--- config.mk ---
export PLATFORM = sky130hd
export DESIGN_NAME = sdlc_frame_tx
export DESIGN_NICKNAME = d
export VERILOG_FILES = /design/src/rtl/sdlc_tx_pkg.sv /design/src/rtl/sdlc_tx_dp.sv /design/src/rtl/sdlc_tx_ctrl.sv /design/src/rtl/sdlc_frame_tx.sv
export SDC_FILE = /design/constraint.sdc
export NUM_CORES = 1
export LEC_CHECK = 0
export ABC_AREA = 1
export ABC_CLOCK_PERIOD_IN_PS = 2070
export BUFFER_PORTS_ARGS = -buffer_cell sky130_fd_sc_hd__buf_2
export CORE_ASPECT_RATIO = 0.9
export CORE_MARGIN = 2
export CORE_UTILIZATION = 30
export CTS_CLUSTER_DIAMETER = 50
export DETAILED_ROUTE_END_ITERATION = 10
export REMOVE_ABC_BUFFERS = 1
export SYNTH_ARGS = -nofsm -noshare
export SYNTH_HDL_FRONTEND = slang
export SYNTH_HIERARCHICAL = 1
export SYNTH_SLANG_ARGS = --single-unit
--- constraint.sdc ---
create_clock -name clk -period 2.07 [get_ports clk]
set_clock_uncertainty 0.1 [all_clocks]
set_input_delay 0 -clock clk [delete_from_list [all_inputs] [get_ports clk]]
set_output_delay 0 -clock clk [all_outputs]
set_load 0.01 [all_outputs]
--- src/rtl/sdlc_tx_pkg.sv ---
package sdlc_tx_pkg;
  localparam int BYTE_W = 8;
  localparam logic [BYTE_W-1:0] FLAG_PATTERN = 8'h7E;
  localparam logic [BYTE_W-1:0] SYNC_NRZ = 8'h55;
  localparam logic [BYTE_W-1:0] SYNC_NRZI = 8'h00;

  // mode byte field positions
  localparam int M_NRZI = 4;
  localparam int M_SYNC = 2;
  localparam int M_NOCTL = 1;
  localparam int M_NOFCS = 0;

  typedef enum logic [2:0] {
    ST_IDLE, ST_SYNC, ST_OPEN, ST_ADDR, ST_CTRL, ST_INFO, ST_FCS, ST_CLOSE
  } txState_t;

  typedef enum logic [2:0] {
    LD_DATA, LD_FLAG, LD_SYNC, LD_FCS_LO, LD_FCS_HI
  } loadSel_t;

  // strobes from control to datapath
  typedef struct packed {
    logic     tick;     // a line bit is sent this cycle
    logic     stuff;    // the bit sent is an inserted zero
    logic     load;     // reload the shifter
    loadSel_t sel;      // source of the reload
    logic     crcInit;  // preset the CRC
    logic     crcEn;    // accumulate the outgoing bit into the CRC
    logic     zone;     // bit belongs to the stuffed region
  } dpCtl_t;
endpackage

--- src/rtl/sdlc_tx_dp.sv ---
module sdlc_tx_dp
  import sdlc_tx_pkg::*;
#(
  parameter int CRC_W = 16,
  parameter logic [CRC_W-1:0] CRC_POLY_REV = 16'h8408,
  parameter logic [CRC_W-1:0] CRC_PRESET = 16'hFFFF,
  parameter int STUFF_RUN = 5
) (
  input  logic              clk,
  input  logic              rstN,
  input  dpCtl_t            ctl,
  input  logic [BYTE_W-1:0] dataIn,
  input  logic              nrzi,
  output logic              bitLast,
  output logic              onesFull,
  output logic              txd
);
  localparam int CNT_W = $clog2(BYTE_W);
  localparam int ONES_W = $clog2(STUFF_RUN + 1);

  logic [BYTE_W-1:0] shReg, loadVal;
  logic [CNT_W-1:0]  bitCnt;
  logic [ONES_W-1:0] onesCnt;
  logic [CRC_W-1:0]  crc, crcNext;
  logic              lineReg, lineNext, curBit, shift;

  assign curBit = shReg[0];
  assign shift = ctl.tick && !ctl.stuff;
  assign crcNext = (crc >> 1) ^ ((crc[0] ^ curBit) ? CRC_POLY_REV : '0);

  always_comb begin
    case (ctl.sel)
      LD_DATA:   loadVal = dataIn;
      LD_SYNC:   loadVal = nrzi ? SYNC_NRZI : SYNC_NRZ;
      LD_FCS_LO: loadVal = ~crcNext[BYTE_W-1:0];
      LD_FCS_HI: loadVal = ~crc[CRC_W-1 -: BYTE_W];
      default:   loadVal = FLAG_PATTERN;
    endcase
  end

  always_comb begin
    if (ctl.stuff) lineNext = nrzi ? ~lineReg : 1'b0;
    else if (nrzi) lineNext = curBit ? lineReg : ~lineReg;
    else           lineNext = curBit;
  end

  always_ff @(posedge clk) begin
    if (!rstN) begin
      shReg   <= '1;
      bitCnt  <= '0;
      onesCnt <= '0;
      crc     <= CRC_PRESET;
      lineReg <= 1'b1;
    end else begin
      if (ctl.tick) lineReg <= lineNext;
      if (ctl.stuff) onesCnt <= '0;
      else if (shift) onesCnt <= (ctl.zone && curBit) ? onesCnt + 1'b1 : '0;
      if (ctl.crcInit) crc <= CRC_PRESET;
      else if (shift && ctl.crcEn) crc <= crcNext;
      if (ctl.load) begin
        shReg  <= loadVal;
        bitCnt <= '0;
      end else if (shift) begin
        shReg  <= shReg >> 1;
        bitCnt <= bitCnt + 1'b1;
      end
    end
  end

  assign bitLast = (bitCnt == CNT_W'(BYTE_W - 1));
  assign onesFull = (onesCnt == ONES_W'(STUFF_RUN));
  assign txd = lineReg;
endmodule

--- src/rtl/sdlc_tx_ctrl.sv ---
module sdlc_tx_ctrl
  import sdlc_tx_pkg::*;
#(
  parameter int SYNC_BYTES = 2
) (
  input  logic   clk,
  input  logic   rstN,
  input  logic   start,
  input  logic   bitEn,
  input  logic   dataValid,
  input  logic   modeSync,
  input  logic   modeNoCtl,
  input  logic   modeNoFcs,
  input  logic   bitLast,
  input  logic   onesFull,
  output dpCtl_t ctl,
  output logic   dataReady,
  output logic   busy,
  output logic   done
);
  localparam int CNT_W = $clog2(SYNC_BYTES + 1);

  txState_t         state, stateN, endState;
  loadSel_t         endSel;
  logic [CNT_W-1:0] cnt, cntN;
  logic             byteEnd;

  // what follows the last data byte
  always_comb begin
    if (!modeNoFcs) begin
      endState = ST_FCS;
      endSel   = LD_FCS_LO;
    end else begin
      endState = ST_CLOSE;
      endSel   = LD_FLAG;
    end
  end

  always_comb begin
    ctl       = '0;
    ctl.sel   = LD_FLAG;
    stateN    = state;
    cntN      = cnt;
    ctl.tick  = bitEn && (state != ST_IDLE);
    ctl.stuff = ctl.tick && onesFull;
    byteEnd   = ctl.tick && !onesFull && bitLast;
    ctl.zone  = state inside {ST_ADDR, ST_CTRL, ST_INFO, ST_FCS};
    ctl.crcEn = state inside {ST_ADDR, ST_CTRL, ST_INFO};
    unique case (state)
      ST_IDLE: if (start) begin
        ctl.load    = 1'b1;
        ctl.crcInit = 1'b1;
        cntN        = '0;
        stateN      = modeSync ? ST_SYNC : ST_OPEN;
        ctl.sel     = modeSync ? LD_SYNC : LD_FLAG;
      end
      ST_SYNC: if (byteEnd) begin
        ctl.load = 1'b1;
        if (cnt == CNT_W'(SYNC_BYTES - 1)) begin
          stateN  = ST_OPEN;
          ctl.sel = LD_FLAG;
        end else begin
          cntN    = cnt + 1'b1;
          ctl.sel = LD_SYNC;
        end
      end
      ST_OPEN: if (byteEnd) begin
        ctl.load = 1'b1;
        ctl.sel  = LD_DATA;
        stateN   = ST_ADDR;
      end
      ST_ADDR: if (byteEnd) begin
        ctl.load = 1'b1;
        if (!modeNoCtl) begin
          ctl.sel = LD_DATA;
          stateN  = ST_CTRL;
        end else if (dataValid) begin
          ctl.sel = LD_DATA;
          stateN  = ST_INFO;
        end else begin
          ctl.sel = endSel;
          stateN  = endState;
          cntN    = '0;
        end
      end
      ST_CTRL, ST_INFO: if (byteEnd) begin
        ctl.load = 1'b1;
        if (dataValid) begin
          ctl.sel = LD_DATA;
          stateN  = ST_INFO;
        end else begin
          ctl.sel = endSel;
          stateN  = endState;
          cntN    = '0;
        end
      end
      ST_FCS: if (byteEnd) begin
        ctl.load = 1'b1;
        if (cnt == '0) begin
          ctl.sel = LD_FCS_HI;
          cntN    = cnt + 1'b1;
        end else begin
          ctl.sel = LD_FLAG;
          stateN  = ST_CLOSE;
        end
      end
      ST_CLOSE: if (byteEnd) stateN = ST_IDLE;
    endcase
  end

  always_ff @(posedge clk) begin
    if (!rstN) begin
      state <= ST_IDLE;
      cnt   <= '0;
      done  <= 1'b0;
    end else begin
      state <= stateN;
      cnt   <= cntN;
      done  <= (state == ST_CLOSE) && byteEnd;
    end
  end

  assign dataReady = ctl.load && (ctl.sel == LD_DATA) && (state != ST_IDLE);
  assign busy = (state != ST_IDLE);
endmodule

--- src/rtl/sdlc_frame_tx.sv ---
module sdlc_frame_tx
  import sdlc_tx_pkg::*;
#(
  parameter int SYNC_BYTES = 2,
  parameter int STUFF_RUN = 5,
  parameter int CRC_W = 16,
  parameter logic [CRC_W-1:0] CRC_POLY_REV = 16'h8408,
  parameter logic [CRC_W-1:0] CRC_PRESET = 16'hFFFF
) (
  input  logic        clk,
  input  logic        rstN,
  input  logic        bitEn,
  input  logic        modeWe,
  input  logic [7:0]  modeIn,
  input  logic        start,
  input  logic [7:0]  dataIn,
  input  logic        dataValid,
  output logic        dataReady,
  output logic        txd,
  output logic        busy,
  output logic        done
);
  logic [7:0] modeReg;
  dpCtl_t     ctl;
  logic       bitLast, onesFull;

  always_ff @(posedge clk) begin
    if (!rstN) modeReg <= '0;
    else if (modeWe && !busy) modeReg <= modeIn;
  end

  sdlc_tx_ctrl #(.SYNC_BYTES(SYNC_BYTES)) u_ctrl (
    .clk(clk), .rstN(rstN), .start(start), .bitEn(bitEn), .dataValid(dataValid),
    .modeSync(modeReg[M_SYNC]), .modeNoCtl(modeReg[M_NOCTL]), .modeNoFcs(modeReg[M_NOFCS]),
    .bitLast(bitLast), .onesFull(onesFull), .ctl(ctl), .dataReady(dataReady),
    .busy(busy), .done(done)
  );

  sdlc_tx_dp #(
    .CRC_W(CRC_W), .CRC_POLY_REV(CRC_POLY_REV), .CRC_PRESET(CRC_PRESET), .STUFF_RUN(STUFF_RUN)
  ) u_dp (
    .clk(clk), .rstN(rstN), .ctl(ctl), .dataIn(dataIn), .nrzi(modeReg[M_NRZI]),
    .bitLast(bitLast), .onesFull(onesFull), .txd(txd)
  );
endmodule

Yosys cells after proc, flatten, opt, wreduce, memory -nomap -nowiden:

Index checks and enable logic that the tools add are counted.

* muxes and demuxes: 48
* eq/ne operators: 26
* reductions and logical operators: 29
* add/subtract/negate cells: 3
* bitwise gates (word level): 6

Operator list (number)
* 2-to-1 mux 2 bit: 17
* 2-to-1 mux 3 bit: 11
* one-hot mux 8 bit (4 select lines): 1
* one-hot mux 4 bit (6 select lines): 1
* equality test 3 bit (second input constant): 7
* one-hot mux 3 bit (7 select lines): 1
* 2-to-1 mux 4 bit: 5
* AND reduction 9 bit: 2
* 2-to-1 mux 16 bit: 1
* 2-to-1 mux 8 bit: 2
* NOT 8 bit: 2
* XOR 15 x 16 -> 16 bit: 1
* inequality test 2 x 1 -> 1 bit (second input constant): 7
* equality test 3 x 2 -> 1 bit (second input constant): 4
* logical AND 1 bit: 11
* inequality test 2 bit (second input constant): 5
* one-hot mux 2 bit (5 select lines): 1
* OR reduction 2 bit: 4
* 2-to-1 mux 7 bit: 1
* adder 3 x 1 -> 3 bit (second input constant): 2
* zero test 3 bit: 2
* 2-to-1 mux 1 bit: 6
* nonzero test 3 bit: 2
* 2-to-1 mux 5 bit: 1
* 12 further kinds: 15

* output and inout bits: 4
* input port bits: 22
* register bits: 42
* word-level logic and storage cells: 121

Logic depth before layout (Yosys ltp):

Gate-level depths: netlist of run 1.

* word-level depth: 9
* gate-level depth with buffers: 19
* gate-level depth less buffers: 19

By module:

The synthesis of run 1 kept the hierarchy.

Modules (own cells, without submodules)
* sdlc_tx_dp: sequential area each 620.6 um^2, area an instance 1647.8 um^2, instances 1, cells each 227
* sdlc_tx_ctrl: sequential area each 120.1 um^2, area an instance 693.2 um^2, instances 1, cells each 113
* sdlc_frame_tx: sequential area each 80.1 um^2, area an instance 173.9 um^2, instances 1, cells each 27

Worst setup path after synthesis of run 1:

No wires, ideal clock.

* kind: register to register
* start point: register u_dp.onesCnt[1]
* end point: register u_dp.shReg[2]
* path buffers: 0
* period minus slack after synthesis: 2.025 ns
* data arrival time: 1.809 ns
* slack: 0.045 ns
* required time: 1.854 ns
* stages on the path, launching flop included: 18
* setup time: 0.116 ns
* cells stage by stage: dfxtp_1 inv_1 ha_1 nand2_1 inv_1 inv_1 nand2_1 nand3b_4 nor2_1 nand2_1 nand2_1 nand2_1 nor2_4 nor2_2 nor2_4 nand2_1 o21ai_1 nand2_1

RTL lines
* start: declaration: line sdlc_tx_dp.sv:23 `logic [ONES_W-1:0] onesCnt;`
* start signal: assignment: line sdlc_tx_dp.sv:57 `else if (shift) onesCnt <= (ctl.zone && curBit) ? onesCnt + 1'b1 : '0;`
* end signal: assignment: line sdlc_tx_dp.sv:61 `shReg <= loadVal;`
* end signal: assignment: line sdlc_tx_dp.sv:64 `shReg <= shReg >> 1;`
* end: declaration: line sdlc_tx_dp.sv:21 `logic [BYTE_W-1:0] shReg, loadVal;`

==> flow_summary.toml, run 1 <==
[timing]
hold_ws_ns = 0.0542
max_freq_mhz = 482
hold_viol = 0
maxSlewHeadroom_pct = 76.3
finalSetupTns_ns = -0.0113
drv_slew = 0
worstMarginPinSlew_ns = 0.355
fin_crit_sh_pct = 100
setup_viol = 3
worst_slack_ns = -0.00626
rsz0062_at_grt = "true"
finalCriticalPeriod_ns = 2.08

[routing]
firstDrtPassIters = 4
wl_per_cell_um = 11.3
post_drt_via_cell_ratio = 4.61
drc = 0
drtAntennaViolNets = 0
wirelength_mm = 5.97
drt_iter0_drc = 66
vias = 2445

[power_and_ir_drop]
switching_share_pct = 42.3
p_total_mw = 4.09
clkPwrFrac_pct = 19.6
p_comb_share_pct = 55.5
power.density_mw_per_mm2 = 1240
irDropWorstVdd_mv = 0.407
p_seq_share_pct = 24.8
leakage_nw = 1.65
p_int_mw = 2.36
p_switching_mw = 1.73

[hold_path]
worstHoldPathCells = 7
min_from = "dataIn[0]"
hold_end = "u_dp/shReg[0]$_SDFFE_PN1P_"
worstHoldPathType = "in2reg"

[grt]
antenna_found_initial = 0
busiest_layer = "met2"
grt_pass1_wl_mm = 9.87
grt-ovfl-total = 0
grt_max_degree = 22
grt_usage_pct = 13.4
met2_usage_pct = 22.0
use_met3_pct = 2.09
grt_pass1_vias = 2233
grt_use_met1_pct = 17.5

[placement]
dp_hpwl_mm = 4.34
gp_congestion = 0.913
io_buffers = 21

[die]
die_area_sq_mm = 0.00913
rows = 31
core_sq_mm = 0.00811
die_height_um = 90.9
initial_core_util_pct = 31.0
ios = 26
die_x_um = 101

[worst_setup_path]
end_kind = "flop"
worstPathRequired_ns = 2.17
worst_ep_arrival_time_ns = 2.18
rr_worst_depth = 17
crit_chain = "inv_2 -> ha_4 -> nand2_2 -> inv_2 -> inv_2 -> nand2_2 -> nand3b_4 -> nor2_2 -> nand2_1 -> nand2_2 -> nand2_4 -> nor2_4 -> nor2_2 -> nor2_4 -> nand2_1 -> o21ai_1 -> nand2_1"
max_stage_delay_ns = 0.34
crit_type = "reg2reg"
critPathLaunchType = "flop"
crit_buf_inv = 3
r2r_setup_slack_ns = -0.006
cp_top_family = "simple AND/OR/NAND/NOR gates"
r2r_start = "u_dp/onesCnt[1]$_SDFFE_PP0P_"
crit_path_top_delay_cell = "dfxtp_2"
crit_fanout = 6
reg2reg_to = "u_dp/shReg[4]$_SDFFE_PN1P_"

[logic_synthesis]
synthTopCellsByCount = "nand2_1 (101), inv_1 (49), dfxtp_1 (41)"
syn-mean-instance-area_sq_um = 6.85
synth.distinct_cells = 40
netlist_instances = 367
async_flop_share_pct = 0
synth-seq-area-share_pct = 32.6
synth-main-ff-cell = "dfxtp_1"
synth_top_area_share_pct = 32.6
synth.largest_area_cell = "dfxtp_1"
synth-seq-cells = 41
synth-edff-count = 0
syn_area_sq_mm = 0.00251
synth_area_leaders = "dfxtp_1 (33%), nand2_1 (15%), inv_1 (7.3%)"
yosysWarnings = 6
synth.most_common_cell = "nand2_1"

[clock_network]
cts-root-buf = "clkbuf_8"
clock-sinks = 41
clk_pin_slew_ns = 0.09
worstSkewPairLatency_ns = 0.30
cts.htree.levels = 2
cts.path.max_buffers = 2
cts_inserted_buffers = 5
cts_tree = "built"

[finish]
layout-drive-gt1-share_pct = 28.3
antenna_cells = 0
area_growth_pct = 31.3
num-fill-cells = 831
finish.utilization_pct = 40.7
fin_nets = 458

[run_status]
violations = "setup timing"
status = "finished with violations"

[run]
max_cap_viol_count = 0
worst reg2reg max path: stages, from the launching register on:
cell,delay [ns]
dfxtp_2,0.34
inv_2,0.05
ha_4,0.15
nand2_2,0.06
inv_2,0.03
inv_2,0.05
nand2_2,0.05
nand3b_4,0.17
nor2_2,0.09
nand2_1,0.06
nand2_2,0.09
nand2_4,0.07
nor2_4,0.20
nor2_2,0.10
nor2_4,0.10
nand2_1,0.07
o21ai_1,0.13
nand2_1,0.07
area by class of cell:
| cell class | count | area [sq um] | area share (%) |
|---|---|---|---|
| multi-input combinational | 255 | 1450 | 43.9 |
| sequential | 41 | 825 | 25.0 |
| timing repair buffer | 65 | 517 | 15.6 |
| inverter | 62 | 251 | 7.61 |
| tap | 99 | 124 | 3.75 |
| clock buffer | 5 | 68.8 | 2.08 |
| clock inverter | 3 | 68.8 | 2.08 |
cell usage in the layout (no fill, tap or decap), types with 10 or more instances in the layout:
master,Yosys,layout
nor2_2,7,10
o211ai_1,12,12
nand2_2,5,10
nor2_1,29,26
nand2_1,101,95
o21ai_0,13,13
buf_4,2,24
dlygate4sd3_1,0,16
inv_2,10,12
inv_1,49,46
buf_2,4,21
dfxtp_1,41,38
o21ai_1,10,10
nand3_1,22,21
how the worst max path moves through the flow:
stage	slack, ns	start	to	depth (start not counted)
finish	-0.006	u_dp/onesCnt[1]$_SDFFE_PP0P_	u_dp/shReg[4]$_SDFFE_PN1P_	17
global route	-0.17	u_dp/onesCnt[1]$_SDFFE_PP0P_	u_dp/shReg[5]$_SDFFE_PN1P_	17
CTS	-0.008	u_dp/onesCnt[1]$_SDFFE_PP0P_	u_dp/shReg[1]$_SDFFE_PN1P_	17
floorplan	-0.38	u_ctrl/state[2]$_SDFFE_PN0P_	u_dp/crc[0]$_SDFFE_PP1P_	9
detailed placement	-0.12	u_dp/onesCnt[1]$_SDFFE_PP0P_	u_dp/shReg[1]$_SDFFE_PN1P_	17
global placement	-0.08	u_dp/onesCnt[1]$_SDFFE_PP0P_	u_dp/shReg[1]$_SDFFE_PN1P_	17
timing repair:
| item | CTS | global route |
|---|---|---|
| resized for setup | 13 | 12 |
| pin swaps | 9 | 9 |
| endpoints found under the hold margin | 12 | 0 |
| hold buffers | 16 | 0 |
| buffers inserted | 4 | 4 |
| setup endpoints to repair | 9 | 10 |
sequential cells by signal (all words and copies together), names as in the netlist:
| register | flops |
|---|---|
| modeReg | 4 |
| u_dp/bitCnt | 3 |
| u_ctrl/done | 1 |
| u_dp/shReg | 8 |
| u_dp/onesCnt | 3 |
| u_dp/txd | 1 |
| u_dp/crc | 16 |
| u_ctrl/cnt | 2 |
| u_ctrl/state | 3 |
routing by layer:
layer  up-vias  wire (um)
met2        21       2870
met5         -          0
met3         7         88
met1      1125       2920
met4         0         89
li1       1292          -
cells by family after synthesis:
family / Yosys count / synth area share [%]
AND/OR/NAND/NOR: 192 / 36.8
buffers and inverters: 71 / 12.3
AO/OA/AOI/OAI: 55 / 14.3
flip-flops: 41 / 32.6
adder cells (fa/ha/maj): 6 / 2.98
XOR/XNOR: 2 / 0.995
per-stage QoR:
step,setup WS (ns),std cells,area (sq um)
3_5_place_dp,-0.125,498,2870
6_report,-0.00626,530,3300
3_3_place_gp,-0.0820,498,2870
5_1_grt,-0.169,530,3300
4_1_cts,-0.00842,526,3240
2_1_floorplan,-0.380,358,2450
power groups by stage:
| stage | combinational [mW] | clock (mW) | sequential, mW |
|---|---|---|---|
| 2_1_floorplan | 1.45 | 0 | 1.06 |
| 3_3_place_gp | 2.02 | 0 | 1.03 |
| 4_1_cts | 2.15 | 0.827 | 1.02 |
| 5_1_grt | 2.53 | 0.841 | 1.03 |
| 6_report | 2.27 | 0.804 | 1.02 |
| 3_5_place_dp | 2.04 | 0 | 1.03 |
(Power assumes the default switching activity.)
==> inputs of run 2 (changes only) <==
- ABC_AREA: 1 -> unset
==> flow_summary.toml, run 2 <==
[run_status]
status = "finished with violations"
violations = "setup timing"

[worst_setup_path]
r2r_start = "u_dp/onesCnt[1]$_SDFFE_PP0P_"
worstSetupPathDepth = 13
r2r_setup_slack_ns = -0.28
max_stage_delay_ns = 0.34
crit_path_top_delay_cell = "dfxtp_2"
crit_top_cell = "buf_6"
crit_buf_inv = 3
worstPathRequired_ns = 2.14
reg2reg_to = "u_dp/shReg[6]$_SDFFE_PN1P_"
worst_ep_arrival_time_ns = 2.43
critPathLaunchType = "flop"
crit_chain = "inv_2 -> ha_4 -> and2_4 -> and3b_2 -> o21ai_2 -> a21o_1 -> or2_4 -> buf_6 -> nand3b_1 -> buf_6 -> nor2_1 -> a21oi_1 -> a22oi_1"
startpoint = "u_dp/onesCnt[1]$_SDFFE_PP0P_"
cp_top_family = "simple AND/OR/NAND/NOR gates"
crit_type = "reg2reg"
rr_worst_depth = 13
end_kind = "flop"
crit_fanout = 6
endpoint = "u_dp/shReg[6]$_SDFFE_PN1P_"

[grt]
grt_max_degree = 20
grt_pass1_vias = 2249
antenna_found_initial = 0
grt_pass1_wl_mm = 10.6
grt-ovfl-total = 0
grt_usage_pct = 15.1

[logic_synthesis]
synth-seq-cells = 41
yosysWarnings = 6
synth-edff-count = 0
synth-seq-area-share_pct = 34.7
synth-main-ff-cell = "dfxtp_1"
async_flop_share_pct = 0
syn_area_sq_mm = 0.00236
synth_area_leaders = "dfxtp_1 (35%), nand2_1 (8.7%), mux2i_1 (8.0%)"
synthTopCellsByCount = "nand2_1 (55), dfxtp_1 (41), a21oi_1 (20), nor2_1 (20), mux2i_1 (19)"
synth.largest_area_cell = "dfxtp_1"
synth_top_area_share_pct = 34.7
syn-mean-instance-area_sq_um = 7.83
netlist_instances = 302
synth.distinct_cells = 51
synth.most_common_cell = "nand2_1"

[finish]
largestRegisters = "u_dp/crc x16, u_dp/shReg x8, modeReg x4"
antenna_cells = 0
fin_nets = 402
design_area_sq_mm = 0.00330
layout-drive-gt1-share_pct = 33.3
finish.utilization_pct = 43.5
largest_reg_flops = 16
top_register = "u_dp/crc"
final_cell_count_no_fill = 471
final_cell_mix = "nand2_1 (54), buf_4 (49), dfxtp_1 (34)"
final_common_cell = "nand2_1"
area_growth_pct = 39.6
num-fill-cells = 748

[routing]
post_drt_via_cell_ratio = 4.97
wirelength_mm = 6.24
drt_iter0_drc = 126
firstDrtPassIters = 4
vias = 2343
drc = 0
wl_per_cell_um = 13.3
drtAntennaViolNets = 0

[die]
core_sq_mm = 0.00758
rows = 30
initial_core_util_pct = 31.2
die_x_um = 97.6
die_area_sq_mm = 0.00861
ios = 26
die_height_um = 88.2

[hold_path]
worstHoldPathType = "in2reg"
worstHoldPathCells = 5

[placement]
gp_congestion = 0.938
place_worst_setup_slack_ns = -0.425
post_dp_cell_area_sq_mm = 0.00287
placed_cells = 447
io_buffers = 21
dp_hpwl_mm = 4.50

[timing]
setup_viol = 9
hold_ws_ns = 0.0608
hold_viol = 0
drv_slew = 0
rsz0062_at_grt = "true"
worstMarginPinSlew_ns = 0.400
fin_crit_sh_pct = 114
finalCriticalPeriod_ns = 2.35
finalSetupTns_ns = -2.36
max_freq_mhz = 425
worst_slack_ns = -0.283
maxSlewHeadroom_pct = 73.1

[clock_network]
worstSkewPairLatency_ns = 0.30
clock-sinks = 41
cts.htree.levels = 2
cts_inserted_buffers = 5
cts-root-buf = "clkbuf_8"
cts.path.max_buffers = 2
clk_pin_slew_ns = 0.09
cts_tree = "built"

[run]
max_cap_viol_count = 0

[power_and_ir_drop]
p_total_mw = 3.68
power.density_mw_per_mm2 = 1120
leakage_nw = 1.40
irDropWorstVdd_mv = 0.404
-- run 2: changes by cell type in the layout (fill, tap and decap cells not counted), sizes merged, moves of 6 or more --
cell / before / now
inv: 61 / 16
mux2i: 0 / 19
a21oi: 8 / 20
nor2b: 0 / 6
nor2: 41 / 20
nand3: 25 / 17
buf: 49 / 78
o21ai: 24 / 12
dlygate4sd3: 16 / 5
nand4: 7 / 0
o211ai: 16 / 7
nand2b: 0 / 9
nand2: 109 / 56
-- run 2: final cells by class --
cell class                      instances  area (sq um)  area share (%)
Multi-Input combinational cell        227          1540            46.6
Timing Repair Buffer                   83           633            19.2
Inverter                               16          60.1            1.82
Tap cell                               96           120            3.64
Clock inverter                          3          46.3            1.40
Clock buffer                            5          68.8            2.09
Sequential cell                        41           832            25.2
-- run 2: worst min path at each step --
stage,from,end,slack (ns)
floorplan,rstN,u_dp/shReg[0]$_SDFFE_PN1P_,-0.03
global placement,modeIn[0],modeReg[0]$_SDFFE_PN0P_,0.15
detailed placement,modeIn[1],modeReg[1]$_SDFFE_PN0P_,0.17
CTS,dataIn[0],u_dp/shReg[0]$_SDFFE_PN1P_,0.03
global route,dataValid,u_ctrl/state[1]$_SDFFE_PN0P_,0.08
finish,dataIn[0],u_dp/shReg[0]$_SDFFE_PN1P_,0.06
-- run 2: repair_timing --
item                                    in CTS  in global routing
gates resized for setup                     33                 21
endpoints found under the hold margin       10                  0
hold buffers                                 5                  0
buffers inserted                             4                  7
pin swaps                                   13                 16
endpoints found under the setup margin      28                 33
-- run 2: report_power, final --
group / leakage, nW / switching (mW) / internal [mW]
clock: 0.0543 / 0.297 / 0.361
combinational: 1.01 / 0.974 / 0.973
sequential: 0.338 / 0.154 / 0.921
total: 1.40 / 1.42 / 2.26
-- run 2: logic make-up (layout without fill, tap and decap cells) --
logic type	after synthesis	after routing	synth area share, %
xor+xnor	4	4	1.48
fa+ha+maj	6	6	3.18
simple gates	134	134	27.6
compound gates	64	64	18.0
mux	19	19	8.05
buf+inv	34	107	6.93
flops	41	41	34.7
-- run 2: routing by layer --
layer / global-route usage (%) / part of all wire (%)
met5: 0 / 0
met3: 2.39 / 2.4
met1: 20.6 / 50
met2: 25.1 / 46
met4: 3.91 / 1.1
-- run 2: tightest hold or removal path: stages --
cell	delay (ns)
buf_2	0.09
nand2b_1	0.05
o21ai_0	0.10
a21oi_2	0.07
o221ai_2	0.11
